$ cat config.mk
export PLATFORM = sky130hd
export DESIGN_NAME = chan_ctl_regs
export DESIGN_NICKNAME = d
export VERILOG_FILES = /design/src/rtl/chan_ctl_pkg.sv /design/src/rtl/chan_ctl_wfilter.sv /design/src/rtl/chan_ctl_side.sv /design/src/rtl/chan_ctl_regs.sv
export SDC_FILE = /design/constraint.sdc
export NUM_CORES = 1
export LEC_CHECK = 0
export ABC_AREA = 1
export CAP_MARGIN = 20
export CORE_UTILIZATION = 45
export CTS_CLUSTER_SIZE = 40
export DETAILED_ROUTE_END_ITERATION = 10
export GPL_TIMING_DRIVEN = 1
export PLACE_DENSITY = 0.68
export REMOVE_ABC_BUFFERS = 1
export SYNTH_ARGS = -nofsm -noshare
export SYNTH_HDL_FRONTEND = slang
export SYNTH_HIERARCHICAL = 1
export SYNTH_SLANG_ARGS = --single-unit
export TNS_END_PERCENT = 10
$ cat constraint.sdc
create_clock -name clk_i -period 1.62 [get_ports clk_i]
set_input_delay 0.243 -clock clk_i [delete_from_list [all_inputs] [get_ports clk_i]]
set_output_delay 0.243 -clock clk_i [all_outputs]
set_load 0.1 [all_outputs]
$ cat src/rtl/chan_ctl_pkg.sv
package chan_ctl_pkg;
  localparam int unsigned DW       = 32;
  localparam int unsigned B_PEND   = 0;
  localparam int unsigned B_IEN    = 4;
  localparam int unsigned B_DRAIN  = 6;
  localparam int unsigned B_PRST   = 7;
  localparam int unsigned B_TOMEM  = 8;
  localparam int unsigned B_EN     = 9;
  localparam int unsigned B_LOADED = 26;
  localparam logic [DW-1:0] RO_MASK  = 32'hFE00_0007;
  localparam logic [DW-1:0] VER_BITS = 32'hA000_0000;
endpackage

$ cat src/rtl/chan_ctl_wfilter.sv
// Turns a bus write into the next control word value.
module chan_ctl_wfilter
  import chan_ctl_pkg::*;
(
  input  logic [DW-1:0] cur_i,
  input  logic [DW-1:0] wdata_i,
  output logic [DW-1:0] nxt_o,
  output logic          prst_req_o
);
  logic [DW-1:0] v;

  always_comb begin
    v = wdata_i;
    if (!wdata_i[B_PRST]) begin
      if (wdata_i[B_DRAIN])  v[B_DRAIN] = 1'b0;
      else if (wdata_i == '0) v[B_DRAIN] = 1'b1;
    end
    nxt_o      = (cur_i & RO_MASK) | (v & ~RO_MASK) | VER_BITS;
    prst_req_o = wdata_i[B_PRST];
  end
endmodule

$ cat src/rtl/chan_ctl_side.sv
// Registered side-band outputs, taken from the next control state.
module chan_ctl_side (
  input  logic clk_i,
  input  logic rst_ni,
  input  logic pend_d_i,
  input  logic ien_d_i,
  input  logic en_d_i,
  input  logic prst_req_i,
  output logic irq_o,
  output logic prst_o,
  output logic dma_en_o
);
  always_ff @(posedge clk_i or negedge rst_ni) begin
    if (!rst_ni) begin
      irq_o    <= 1'b0;
      prst_o   <= 1'b0;
      dma_en_o <= 1'b0;
    end else begin
      irq_o    <= pend_d_i & ien_d_i;
      prst_o   <= prst_req_i;
      dma_en_o <= en_d_i;
    end
  end

  // a pulse only follows a requesting write
  a_r7_pulse_src: assert property (@(posedge clk_i) disable iff (!rst_ni)
    !prst_req_i |=> !prst_o);
endmodule

$ cat src/rtl/chan_ctl_regs.sv
module chan_ctl_regs
  import chan_ctl_pkg::*;
#(
  parameter int unsigned NUM_REGS = 4,
  parameter int unsigned ADDR_W   = 4
) (
  input  logic              clk_i,
  input  logic              rst_ni,
  input  logic              req_i,
  input  logic              we_i,
  input  logic [ADDR_W-1:0] addr_i,
  input  logic [DW-1:0]     wdata_i,
  output logic [DW-1:0]     rdata_o,
  input  logic              irq_req_i,
  output logic              irq_o,
  output logic              prst_o,
  output logic              dma_en_o,
  output logic [DW-1:0]     hi_addr_o
);
  localparam int unsigned IDX_W = $clog2(NUM_REGS);
  localparam logic [IDX_W-1:0] IDX_CTL  = '0;
  localparam logic [IDX_W-1:0] IDX_ADDR = IDX_W'(1);

  logic [IDX_W-1:0] idx;
  logic             wr, rd, wr_ctl, wr_addr, prst_req, unused_addr;
  logic [DW-1:0]    ctl_q, ctl_d, ctl_w;
  logic [DW-1:0]    word_q [NUM_REGS];

  assign idx         = addr_i[IDX_W+1:2];
  assign unused_addr = ^addr_i[1:0];
  assign wr          = req_i & we_i;
  assign rd          = req_i & ~we_i;
  assign wr_ctl      = wr && (idx == IDX_CTL);
  assign wr_addr     = wr && (idx == IDX_ADDR);

  chan_ctl_wfilter u_wf (
    .cur_i(ctl_q), .wdata_i(wdata_i), .nxt_o(ctl_w), .prst_req_o(prst_req)
  );

  always_comb begin
    ctl_d = ctl_q;
    if (wr_ctl)  ctl_d = ctl_w;
    if (wr_addr) ctl_d[B_LOADED] = 1'b1;
    ctl_d[B_PEND] = irq_req_i;
  end

  always_ff @(posedge clk_i or negedge rst_ni) begin
    if (!rst_ni) ctl_q <= VER_BITS;
    else         ctl_q <= ctl_d;
  end

  // data words; index 0 is never written and reads through ctl_q
  always_ff @(posedge clk_i or negedge rst_ni) begin
    if (!rst_ni) begin
      for (int i = 0; i < NUM_REGS; i++) word_q[i] <= '0;
    end else if (wr && idx != IDX_CTL) begin
      word_q[idx] <= wdata_i;
    end
  end

  always_ff @(posedge clk_i or negedge rst_ni) begin
    if (!rst_ni)  rdata_o <= '0;
    else if (rd)  rdata_o <= (idx == IDX_CTL) ? ctl_q : word_q[idx];
  end

  assign hi_addr_o = word_q[NUM_REGS-1];

  chan_ctl_side u_side (
    .clk_i(clk_i), .rst_ni(rst_ni),
    .pend_d_i(ctl_d[B_PEND]), .ien_d_i(ctl_d[B_IEN]), .en_d_i(ctl_d[B_EN]),
    .prst_req_i(wr_ctl & prst_req),
    .irq_o(irq_o), .prst_o(prst_o), .dma_en_o(dma_en_o)
  );


  a_r3_version: assert property (@(posedge clk_i) disable iff (!rst_ni)
    ctl_q[31:28] == 4'hA);

  a_r4_loaded: assert property (@(posedge clk_i) disable iff (!rst_ni)
    wr_addr |=> ctl_q[B_LOADED]);

  a_r5_pend_set: assert property (@(posedge clk_i) disable iff (!rst_ni)
    irq_req_i |=> ctl_q[B_PEND]);
  a_r5_pend_clr: assert property (@(posedge clk_i) disable iff (!rst_ni)
    !irq_req_i |=> !ctl_q[B_PEND]);

  a_r6_irq_gate: assert property (@(posedge clk_i) disable iff (!rst_ni)
    irq_o == (ctl_q[B_PEND] & ctl_q[B_IEN]));

  a_r7_one_cycle: assert property (@(posedge clk_i) disable iff (!rst_ni)
    (wr_ctl && wdata_i[B_PRST]) |=> prst_o);

  a_r9_enable: assert property (@(posedge clk_i) disable iff (!rst_ni)
    dma_en_o == ctl_q[B_EN]);
endmodule

==> flow_metrics.py <==
metrics = {
    "worst_setup_path": {
        "reg2reg_depth": 4,
        "crit_required_ns": 1.38,
        "critPathBufInv": 1,
        "cp_cell_sequence": "buf_12",
        "reg2reg_to": "rdata_o[19]$_DFFE_PN0P_",
        "end_kind": "primary output",
        "critPathLaunchType": "flop",
        "rrSetupSlack_ns": 0.67,
        "critPathArrivalTime_ns": 1.11,
        "reg2reg_from": "hi_addr_o[19]$_DFFE_PN0P_",
        "critPathKind": "flop to primary output",
        "cpMaxStageDelayCell": "dfrtp_1",
        "slowest_delay_ns": 0.47,
        "crit_end": "hi_addr_o[19]",
        "cp_top_family": "flip-flops",
        "crit_cells": 1,
        "startpoint": "hi_addr_o[19]$_DFFE_PN0P_",
        "cp_max_fo": 3,
    },
    "sta": {
        "setup_viol": 0,
        "slew_viol_final": 0,
        "rsz0062_at_grt": "no",
        "hold_violations": 0,
        "fin_skew_ns": 0.00476,
        "fmax_mhz": 738,
        "post-route-period-util_pct": 83.7,
        "fin_crit_ns": 1.36,
    },
    "global_route": {
        "grt_pass1_wl_mm": 31.2,
        "overflow": 0,
        "grt_use_total_pct": 22.7,
        "antenna_found_initial": 0,
        "grt_max_degree": 36,
        "grt_pass1_vias": 6070,
    },
    "logic_synthesis": {
        "syn_area_um2": 7800,
        "ys_warn_count": 6,
        "avgSynthCellArea_um2": 8.46,
        "syn_inst": 922,
    },
    "power": {
        "max-vdd-ir-drop_v": 0.000909,
        "totalPowerFinal_mw": 14.7,
        "power_density_nw_per_um2": 1440,
        "leakage_nw": 5.03,
    },
    "routing": {
        "antenna_left": 0,
        "drc": 0,
        "drt_iter0_markers": 486,
        "wl_per_cell_um": 15.2,
        "first_pass_iters": 5,
        "viasPerCell": 4.95,
        "vias": 6025,
        "drt-total-wl_mm": 18.5,
    },
    "layout": {
        "antenna_cells": 0,
        "nets": 1029,
        "layout-drive-gt1-share_pct": 18.7,
        "synthToLayoutAreaGrowth_pct": 30.5,
        "finalInstanceArea_um2": 10200,
    },
    "clock_network": {
        "clk_pin_slew_worst_paths_ns": 0.06,
        "clk_latency_ns": 0.43,
        "ctsResizeCount": 0,
        "ctsHoldBuffers": 1,
        "cts_setup_buffers": 0,
        "cts_buffer_depth": 2,
        "cts_sinks": 163,
        "cts-htree-levels": 4,
        "cts_made_buffers": 17,
        "clk_root_buffer_cell": "clkbuf_16",
        "cts_tree": "yes",
    },
    "die": {
        "io-pin-count": 108,
        "start_util_pct": 46.6,
        "die_w_um": 134,
        "die_h_um": 134,
        "rows": 47,
        "die_area_um2": 17900,
        "coreArea_um2": 16800,
    },
    "place": {
        "port-buffer-count": 105,
        "place_congestion": 0.787,
        "dp_hpwl_mm": 12.8,
        "dpl-instance-area_um2": 9610,
    },
    "min_path": {
        "hp-class": "primary input to asynchronous set/reset pin",
    },
    "run_status": {
        "status": "complete, no violations",
    },
    "job": {
        "cap_violations": 0,
    },
}
## flip-flops by register name, summed over array words and instances, names as in the netlist
| signal | flops |
|---|---|
| word_q | 64 |
| ctl_q | 32 |
| hi_addr_o | 32 |
| rdata_o | 32 |
| u_side/dma_en_o | 1 |
| u_side/irq_o | 1 |
| u_side/prst_o | 1 |
## layout by cell type (no fill, tap or decap), types with 2 or more instances in the layout
cell type        instances
inv_2                    4
dfstp_2                  2
nand3_1                 59
nand2_2                  2
clkbuf_8                 6
clkbuf_16               17
o21ai_1                 42
nand2_1                280
dfrtp_1                161
clkdlybuf4s50_1         36
nand2_4                  2
conb_1                   2
buf_4                   37
o21bai_1                32
o21ai_2                 23
clkbuf_1                 2
inv_1                   46
clkinv_2                 2
o21ai_0                 11
buf_12                  83
nor2_1                  96
nor2_8                   2
a21oi_1                 43
## final cells by class
cell class                      count  area (um2)
Tap cell                          220         275
Inverter                           51         196
Multi-Input combinational cell    596        2740
Clock inverter                      4        47.5
Clock buffer                       25         515
Fill cell                        1416        6580
Sequential cell                   163        4080
Timing Repair Buffer              159        2330
## how the worst min path moves through the flow
| stage | startpoint | endpoint | slack [ns] | cells past startpoint |
|---|---|---|---|---|
| 3_5_place_dp | rst_ni | rdata_o[3]$_DFFE_PN0P_ | 0.18 | 1 |
| 4_1_cts | rst_ni | rdata_o[3]$_DFFE_PN0P_ | 0.30 | 2 |
| 5_1_grt | rst_ni | rdata_o[3]$_DFFE_PN0P_ | 0.31 | 2 |
| 3_3_place_gp | rst_ni | rdata_o[3]$_DFFE_PN0P_ | 0.18 | 1 |
| 2_1_floorplan | rst_ni | ctl_q[0]$_DFF_PN0_ | -0.05 | 0 |
| 6_report | rst_ni | hi_addr_o[7]$_DFFE_PN0P_ | 0.30 | 2 |
## through the flow
step	TNS, ns	utilization, %	instances	hold slack (ns)	worst slack, ns
after floorplan	-7.56	-	810	-0.0526	-0.243
after global placement	-3.35	57.3	1188	0.176	-0.0944
after detailed placement	-5.03	57.3	1188	0.179	-0.106
after CTS	0	60.7	1218	0.299	0.258
after global routing	0	60.7	1218	0.309	0.204
final	0	60.7	1218	0.295	0.264
## report_power, final
group	internal (mW)	total [mW]	switching, mW
registers	4.83	5.49	0.653
logic	1.90	5.31	3.41
clock network	2.33	3.86	1.53
total	9.06	14.7	5.59
## worst register-to-register path: stages (launching register included)
cell and delay (ns):
dfrtp_1 0.46, nand2_1 0.12, nand3_1 0.08, nand2_1 0.12, nand2_1 0.06
## routing by layer
metal / vias up / GRT usage (%) / part of all wire [%]
met2: 148 / 37.2 / 49
met3: 19 / 4.30 / 4.0
met4: 0 / 7.58 / 1.6
met1: 2878 / 30.1 / 46
met5: - / 0 / 0
li1: 2980 / - / -
No activity file was read; power rests on OpenSTA's default activity.
